<file path="config.mk">
export PLATFORM = sky130hd
export DESIGN_NAME = smb_blk_target
export DESIGN_NICKNAME = d
export VERILOG_FILES = /design/src/rtl/smb_tgt_pkg.sv /design/src/rtl/smb_glitch_filt.sv /design/src/rtl/smb_bus_events.sv /design/src/rtl/smb_blk_target.sv
export SDC_FILE = /design/constraint.sdc
export NUM_CORES = 1
export LEC_CHECK = 0
export ABC_AREA = 1
export BUFFER_PORTS_ARGS = -buffer_cell sky130_fd_sc_hd__buf_2
export CORE_MARGIN = 2
export CORE_UTILIZATION = 45
export DETAILED_ROUTE_END_ITERATION = 7
export PLACE_DENSITY = 0.63
export SYNTH_ARGS = -nofsm -noshare
export SYNTH_HDL_FRONTEND = slang
export SYNTH_HIERARCHICAL = 1
export SYNTH_SLANG_ARGS = --single-unit
</file>
<file path="constraint.sdc">
create_clock -name clk -period 2.4 [get_ports clk]
set_input_delay 0.36 -clock clk [delete_from_list [all_inputs] [get_ports clk]]
set_output_delay 0.36 -clock clk [all_outputs]
set_load 0.02 [all_outputs]
</file>
<file path="src/rtl/smb_tgt_pkg.sv">
package smb_tgt_pkg;

   typedef enum logic [3:0] {
      ST_IDLE,
      ST_ADDR,
      ST_IDX,
      ST_CNT,
      ST_WDAT,
      ST_ACK,
      ST_TX,
      ST_TX_ACK,
      ST_SKIP
   } tgt_state_e;

   localparam logic [7:0] BYTE_ZERO = 8'h00;

endpackage

</file>
<file path="src/rtl/smb_glitch_filt.sv">
module smb_glitch_filt #(
   parameter int SYNC_LEN = 2,
   parameter int FILT_LEN = 3,
   parameter bit IDLE_VAL = 1'b1
) (
   input  logic clk,
   input  logic rst_n,
   input  logic din,
   output logic dout
);

   if (SYNC_LEN < 2) begin : g_sync_chk
      $error("SYNC_LEN must be at least 2");
   end
   if (FILT_LEN < 2) begin : g_filt_chk
      $error("FILT_LEN must be at least 2");
   end

   logic [SYNC_LEN-1:0] sync_q;
   logic [FILT_LEN-1:0] hist_q;
   logic                out_q;

   always_ff @(posedge clk or negedge rst_n) begin
      if (!rst_n) begin
         sync_q <= {SYNC_LEN{IDLE_VAL}};
         hist_q <= {FILT_LEN{IDLE_VAL}};
         out_q  <= IDLE_VAL;
      end else begin
         sync_q <= {sync_q[SYNC_LEN-2:0], din};
         hist_q <= {hist_q[FILT_LEN-2:0], sync_q[SYNC_LEN-1]};
         if (&hist_q)
            out_q <= 1'b1;
         else if (~|hist_q)
            out_q <= 1'b0;
      end
   end

   assign dout = out_q;

   // a filtered transition is always followed by at least one quiet cycle
   p_filt_settle_r10: assert property (@(posedge clk) disable iff (!rst_n)
      !$stable(out_q) |=> $stable(out_q));

endmodule

</file>
<file path="src/rtl/smb_bus_events.sv">
module smb_bus_events (
   input  logic clk,
   input  logic rst_n,
   input  logic scl,
   input  logic sda,
   output logic scl_rise,
   output logic scl_fall,
   output logic start_ev,
   output logic stop_ev
);

   logic scl_p_q;
   logic sda_p_q;

   always_ff @(posedge clk or negedge rst_n) begin
      if (!rst_n) begin
         scl_p_q <= 1'b1;
         sda_p_q <= 1'b1;
      end else begin
         scl_p_q <= scl;
         sda_p_q <= sda;
      end
   end

   assign scl_rise = scl & ~scl_p_q;
   assign scl_fall = ~scl & scl_p_q;
   assign start_ev = scl & scl_p_q & sda_p_q & ~sda;
   assign stop_ev  = scl & scl_p_q & ~sda_p_q & sda;

endmodule

</file>
<file path="src/rtl/smb_blk_target.sv">
module smb_blk_target
   import smb_tgt_pkg::*;
#(
   parameter logic [6:0] DEV_ADDR = 7'h6E,
   parameter int         NUM_REGS = 8,
   parameter int         CNT_IDX  = 6,
   parameter logic [7:0] CNT_RST  = 8'h07,
   parameter int         SYNC_LEN = 2,
   parameter int         FILT_LEN = 3,
   localparam int        AW       = $clog2(NUM_REGS)
) (
   input  logic          clk,
   input  logic          rst_n,
   input  logic          scl_i,
   input  logic          sda_i,
   output logic          sda_oe,
   output logic [AW-1:0] reg_addr,
   output logic [7:0]    reg_wdata,
   output logic          reg_we,
   input  logic [7:0]    reg_rdata
);

   localparam logic [7:0] NREG8 = 8'(NUM_REGS);
   localparam logic [7:0] CIDX8 = 8'(CNT_IDX);

   if (NUM_REGS < 2 || NUM_REGS > 255) begin : g_nreg_chk
      $error("NUM_REGS must lie in 2..255");
   end
   if (CNT_IDX < 0 || CNT_IDX >= NUM_REGS) begin : g_cidx_chk
      $error("CNT_IDX must address an implemented register");
   end

   // ---------------- line conditioning ----------------
   logic scl_f, sda_f;
   logic scl_rise, scl_fall, start_ev, stop_ev;

   smb_glitch_filt #(.SYNC_LEN(SYNC_LEN), .FILT_LEN(FILT_LEN), .IDLE_VAL(1'b1)) u_scl_filt (
      .clk(clk), .rst_n(rst_n), .din(scl_i), .dout(scl_f));

   smb_glitch_filt #(.SYNC_LEN(SYNC_LEN), .FILT_LEN(FILT_LEN), .IDLE_VAL(1'b1)) u_sda_filt (
      .clk(clk), .rst_n(rst_n), .din(sda_i), .dout(sda_f));

   smb_bus_events u_events (
      .clk(clk), .rst_n(rst_n), .scl(scl_f), .sda(sda_f),
      .scl_rise(scl_rise), .scl_fall(scl_fall),
      .start_ev(start_ev), .stop_ev(stop_ev));

   // ---------------- protocol state ----------------
   tgt_state_e    st_q, nxt_q;
   logic [7:0]    sh_q;
   logic [2:0]    bitc_q;
   logic          full_q;
   logic [7:0]    idx_q;
   logic [7:0]    left_q;
   logic [7:0]    cnt_reg_q;
   logic          idxv_q;
   logic          first_q;
   logic [7:0]    tx_q;
   logic          hack_q;
   logic          oe_q;
   logic          we_q;
   logic [AW-1:0] wa_q;
   logic [7:0]    wd_q;

   logic          in_rng, is_cnt, rx_state;
   logic [7:0]    rd_val, ld_val;

   always_comb begin
      in_rng   = idx_q < NREG8;
      is_cnt   = idx_q == CIDX8;
      rx_state = (st_q == ST_ADDR) || (st_q == ST_IDX) ||
                 (st_q == ST_CNT)  || (st_q == ST_WDAT);
      if (!in_rng)
         rd_val = BYTE_ZERO;
      else if (is_cnt)
         rd_val = cnt_reg_q;
      else
         rd_val = reg_rdata;
      ld_val = first_q ? cnt_reg_q : rd_val;
   end

   always_ff @(posedge clk or negedge rst_n) begin
      if (!rst_n) begin
         st_q      <= ST_IDLE;
         nxt_q     <= ST_IDLE;
         sh_q      <= '0;
         bitc_q    <= '0;
         full_q    <= 1'b0;
         idx_q     <= '0;
         left_q    <= '0;
         cnt_reg_q <= CNT_RST;
         idxv_q    <= 1'b0;
         first_q   <= 1'b0;
         tx_q      <= '0;
         hack_q    <= 1'b0;
         oe_q      <= 1'b0;
         we_q      <= 1'b0;
         wa_q      <= '0;
         wd_q      <= '0;
      end else begin
         we_q <= 1'b0;
         if (start_ev) begin
            // a repeated START is only meaningful right after the index ACK
            idxv_q <= (st_q == ST_CNT) && (bitc_q <= 3'd1) && !full_q;
            st_q   <= ST_ADDR;
            bitc_q <= '0;
            full_q <= 1'b0;
            oe_q   <= 1'b0;
         end else if (stop_ev) begin
            st_q   <= ST_IDLE;
            idxv_q <= 1'b0;
            full_q <= 1'b0;
            oe_q   <= 1'b0;
         end else if (rx_state) begin
            if (scl_rise) begin
               sh_q   <= {sh_q[6:0], sda_f};
               bitc_q <= bitc_q + 3'd1;
               if (bitc_q == 3'd7)
                  full_q <= 1'b1;
            end else if (scl_fall && full_q) begin
               full_q <= 1'b0;
               bitc_q <= '0;
               unique case (st_q)
                  ST_ADDR: begin
                     idxv_q <= 1'b0;
                     if (sh_q[7:1] == DEV_ADDR && (!sh_q[0] || idxv_q)) begin
                        oe_q    <= 1'b1;
                        st_q    <= ST_ACK;
                        nxt_q   <= sh_q[0] ? ST_TX : ST_IDX;
                        first_q <= 1'b1;
                     end else begin
                        st_q <= ST_SKIP;
                     end
                  end
                  ST_IDX: begin
                     idx_q <= sh_q;
                     oe_q  <= 1'b1;
                     st_q  <= ST_ACK;
                     nxt_q <= ST_CNT;
                  end
                  ST_CNT: begin
                     left_q <= sh_q;
                     oe_q   <= 1'b1;
                     st_q   <= ST_ACK;
                     nxt_q  <= ST_WDAT;
                  end
                  default: begin
                     if (left_q != 8'd0) begin
                        left_q <= left_q - 8'd1;
                        idx_q  <= idx_q + 8'd1;
                        if (in_rng && is_cnt)
                           cnt_reg_q <= sh_q;
                        else if (in_rng) begin
                           we_q <= 1'b1;
                           wa_q <= idx_q[AW-1:0];
                           wd_q <= sh_q;
                        end
                        oe_q  <= 1'b1;
                        st_q  <= ST_ACK;
                        nxt_q <= ST_WDAT;
                     end else begin
                        st_q <= ST_SKIP;
                     end
                  end
               endcase
            end
         end else begin
            unique case (st_q)
               ST_ACK: begin
                  if (scl_fall) begin
                     bitc_q <= '0;
                     if (nxt_q == ST_TX) begin
                        tx_q    <= ld_val;
                        oe_q    <= ~ld_val[7];
                        first_q <= 1'b0;
                        if (!first_q)
                           idx_q <= idx_q + 8'd1;
                        st_q    <= ST_TX;
                     end else begin
                        oe_q <= 1'b0;
                        st_q <= nxt_q;
                     end
                  end
               end
               ST_TX: begin
                  if (scl_fall) begin
                     if (bitc_q == 3'd7) begin
                        oe_q <= 1'b0;
                        st_q <= ST_TX_ACK;
                     end else begin
                        bitc_q <= bitc_q + 3'd1;
                        tx_q   <= {tx_q[6:0], 1'b0};
                        oe_q   <= ~tx_q[6];
                     end
                  end
               end
               ST_TX_ACK: begin
                  if (scl_rise)
                     hack_q <= ~sda_f;
                  else if (scl_fall) begin
                     bitc_q <= '0;
                     if (hack_q) begin
                        tx_q    <= ld_val;
                        oe_q    <= ~ld_val[7];
                        first_q <= 1'b0;
                        if (!first_q)
                           idx_q <= idx_q + 8'd1;
                        st_q    <= ST_TX;
                     end else begin
                        st_q <= ST_IDLE;
                     end
                  end
               end
               default: ;
            endcase
         end
      end
   end

   assign sda_oe    = oe_q;
   assign reg_we    = we_q;
   assign reg_wdata = wd_q;
   assign reg_addr  = we_q ? wa_q : idx_q[AW-1:0];

   // the pull-down is only switched on while the filtered clock is low
   p_drive_scl_low_r9: assert property (@(posedge clk) disable iff (!rst_n)
      $rose(oe_q) |-> !scl_f);

   // write strobe is a single-cycle pulse
   p_we_single_r2: assert property (@(posedge clk) disable iff (!rst_n)
      we_q |=> !we_q);

   // strobes never target the count register or missing registers
   p_we_range_r6: assert property (@(posedge clk) disable iff (!rst_n)
      we_q |-> (32'(wa_q) < NUM_REGS) && (32'(wa_q) != CNT_IDX));

   // while an acknowledge bit is on the bus, the line is held low
   p_ack_held_r1: assert property (@(posedge clk) disable iff (!rst_n)
      (st_q == ST_ACK) && scl_f |-> oe_q);

   // the host owns SDA during its acknowledge slot
   p_host_ack_free_r8: assert property (@(posedge clk) disable iff (!rst_n)
      (st_q == ST_TX_ACK) && scl_f |-> !oe_q);

endmodule

</file>
==> impl_results.md <==
- Worst hold stages: 1
- Share of cells above drive strength 1: 16.8%
- Depth of the worst register-to-register path: 11
- Final Routed Wirelength: 9.97 mm
- Part of the Yosys area used for sequential elements: 47.2%
- Netlist area before placement: 4290 µm²
- Area growth from synthesis to layout: 11.7%
- Largest net degree at the start of global routing: 40
- Final HPWL DP: 7.34 mm
- Hold/Removal Path Class: primary input to flip-flop
- Worst skew pair latency: 0.35 ns
- EDFF count, synth: 0
- Commonest non-fill, non-tap cell in the layout: nand2_1
- Final Setup Violations: 0
- Outcome: finished clean
- Compound-gate portion of the synthesized area: roughly 11%
- Core area: 9240 µm²
- Synth Area in Simple Gates: about a third
- DRT iter0 DRCs: ~140
- Syn_area_per_cell: approximately 7.7 µm²
- RSZ-0062 raised after global routing: false
- CTS tree: done
- WS Path Type: flip-flop to flip-flop
- Clk root buf: clkbuf_8
- Total number of vias: approximately 3,600
- IO Port Bufs: 24
- Ys async rst share: 100%
- Chip Height: 102 µm
- Final Hold Violating Endpoints: 0
- Commonest cells after routing, fill and taps aside: nand2_1, dfrtp_1, inv_1
- TNS Setup: 0 ns
- GP Congestion: 0.906
- Leakage: 2.39 nW
- Chip width: 102 µm
- Max Transition Viols Final: 0
- Initial antenna violation count: 0
- Netlist cell types: 39
- Crit share post-route: 87.2%
- Adder-Cell Fraction of Synth Area: 1.75%
- Worst Setup End Kind: flip-flop
- Reg-to-Reg Start: u_sda_filt/dout$_DFFE_PN1P_
- CP cell instances: inv_1, nand2_1, nor2_1, nor2_4, nand2_1, clkinv_1, o21ai_2, nor2_4, nand2_1, nand2_1, o21ai_2
- Post-route ant nets: 0
- Cts bufs inserted: 9
- H-tree depth: 3
- Gr ovfl total: 0
- Arrival time worst endpoint: 2.33 ns
- Vias in the first global route: about 3,400
- CP top delay family: simple AND/OR/NAND/NOR gates
- Crit-path max FO: 11
- Routed len/inst: roughly 14 µm
- CTS clk-pin slew, worst paths: 0.09 ns
- Vias per std cell: 5.02
- Buffer and inverter count on the worst path: 2
- Top-level I/O count: 25
- Pwr per Cell Area: ~700 nW/µm²
- Critical Path Start Type: flip-flop
- Max clock buf depth: 2
- Final nets: 608
- Maximum vdd drop: 0.000306 V
- Synth Instances: 557
- Critical Path RT: approximately 2.6 ns
- Minimum clock period: 2.09 ns
- Setup WS post-layout: 0.307 ns
- Final Skew: 0.0103 ns
- # fillers: 909
- XOR/XNOR Fraction of Synth Area: 0.613%
- Global-route usage over all layers: 20.9%
- Register bit total from synthesis: 80
- Clock sink count: 80
- Pre-CTS setup slack: 0.287 ns
- Ys flop type: dfrtp_1
- ANT cells: 0
- Worst Hold Path EP: u_sda_filt/sync_q[0]$_DFF_PN1_
- Detailed Routing Iterations Pass 1: 4
- R2R setup slack: slightly above 0.3 ns
- Hold Crit Start: sda_i
- Fmax achieved: about 0.48 GHz
- Slew margin rel.: 63.6%
- Initial Util: about 46%
- Syn_nets: 575
- Post-CTS Setup Repair Bufs: 0
- Crit-path most repeated cell: nand2_1
- Largest family of logic cells by synthesized area: simple AND/OR/NAND/NOR gates
- Post-route DRC: 0
- Slew @ Worst Pin: around 0.55 ns
- Levels on crit path: 11
- Max cap viols: 0
- Die ar.: roughly 10,000 µm²
- Mux contribution to synthesized area: 0%
- R2r endpoint: idx_q[2]$_DFFE_PN0P_
- First-pass GRT wire length: 16.9 mm
- FP Rows: 35
- Slowest CP cell: dfstp_2
- Worst path max stage delay: approximately 0.58 ns
- Syn. warnings: 6
repair_timing:
action | CTS | global route
endpoints found under the setup margin | 0 | 4
resized for setup | 0 | 1
hold buffers | 1 | 0
endpoints found under the hold margin | 6 | 0
sequential cells by signal (all words and copies together) (netlist names), 2 cells and up:
name and cells:
nxt_q 3, idx_q 8, wa_q 3, st_q 4, tx_q 7, cnt_reg_q 8
u_sda_filt/hist_q 3, sh_q 8, bitc_q 3, u_scl_filt/sync_q 2, reg_wdata 8, left_q 8
u_scl_filt/hist_q 3, u_sda_filt/sync_q 2
cells in the mapped netlist, types with 2 or more instances:
cell type | count | area share, %
nor3_1 | 6 | 0.70
nor2_1 | 52 | 4.6
nand3b_1 | 2 | 0.35
nand2_1 | 168 | 15
ha_1 | 6 | 1.8
nand4_1 | 2 | 0.29
dfrtp_1 | 63 | 37
o21a_1 | 2 | 0.35
o21ai_0 | 47 | 5.5
buf_2 | 3 | 0.35
buf_6 | 2 | 0.53
xor2_1 | 3 | 0.61
nand2_2 | 5 | 0.73
a21oi_1 | 11 | 1.3
nand3_1 | 53 | 6.2
inv_1 | 54 | 4.7
nand2_4 | 2 | 0.53
o21ai_1 | 18 | 2.1
clkbuf_1 | 4 | 0.35
inv_2 | 7 | 0.61
nand4_2 | 2 | 0.58
dfstp_2 | 17 | 10
nor2_4 | 3 | 0.79
or2_2 | 6 | 0.88
o21ai_2 | 5 | 1.0
final cells by class:
class / count / area, µm² / area share (%)
clock buffers: 10 / 138 / 2.87
clock inverters: 5 / 55.1 / 1.15
inverters: 63 / 239 / 4.99
multi-input cells: 404 / 1980 / 41.2
flip-flops and latches: 80 / 2020 / 42.2
well taps: 129 / 161 / 3.37
repair buffers: 32 / 198 / 4.13
stage by stage:
step / hold slack (ns) / std cells / util (%) / total power, W / area [µm²]
4_1_cts: 0.0891 / 723 / 51.7 / 0.00340 / 4780
6_report: 0.104 / 723 / 51.8 / 0.00337 / 4790
3_3_place_gp: 0.347 / 707 / 49.5 / 0.00238 / 4580
5_1_grt: 0.0744 / 723 / 51.8 / 0.00358 / 4790
2_1_floorplan: 0.0644 / 557 / - / 0.00215 / 4290
3_5_place_dp: 0.348 / 707 / 49.5 / 0.00239 / 4580
worst reg2reg max path: stages (launching register included):
cell,delay [ns]
dfstp_2,0.58
inv_1,0.05
nand2_1,0.05
nor2_1,0.08
nor2_4,0.26
nand2_1,0.11
clkinv_1,0.07
o21ai_2,0.08
nor2_4,0.20
nand2_1,0.29
nand2_1,0.16
o21ai_2,0.06
per-layer routing:
layer / vias up / GRT usage, % / share of wire [%]
met4: 0 / 5.72 / 1.1
met2: 68 / 31.9 / 44
met3: 11 / 3.73 / 4.0
met1: 1688 / 30.6 / 51
met5: - / 0 / 0
li1: 1861 / - / -
where the power goes:
group | switching [W] | total (W) | internal [W]
Sequential | 0.000113 | 0.00160 | 0.00149
Combinational | 0.000537 | 0.000763 | 0.000226
Clock | 0.000503 | 0.00101 | 0.000502
Total | 0.00115 | 0.00337 | 0.00222
how the worst max path moves through the flow:
stage                                start                        to  slack, ns
3_3_place_gp           st_q[0]$_DFFE_PN0P_      idx_q[6]$_DFFE_PN0P_       0.37
2_1_floorplan  u_sda_filt/dout$_DFFE_PN1P_  cnt_reg_q[5]$_DFFE_PN0P_       0.56
6_report       u_sda_filt/dout$_DFFE_PN1P_      idx_q[2]$_DFFE_PN0P_       0.31
4_1_cts        u_sda_filt/dout$_DFFE_PN1P_  cnt_reg_q[2]$_DFFE_PN1P_       0.25
5_1_grt                st_q[0]$_DFFE_PN0P_      idx_q[6]$_DFFE_PN0P_       0.08
3_5_place_dp   u_sda_filt/dout$_DFFE_PN1P_  cnt_reg_q[2]$_DFFE_PN1P_       0.29
cells by family (layout without fill, tap and decap cells):
kind of cell    after synthesis  in the layout
fa+ha+maj                     6              6
simple gates                308            308
buf+inv                      73            110
compound gates               87             87
xor+xnor                      3              3
flops                        80             80
No activity file was read; power rests on OpenSTA's default activity.
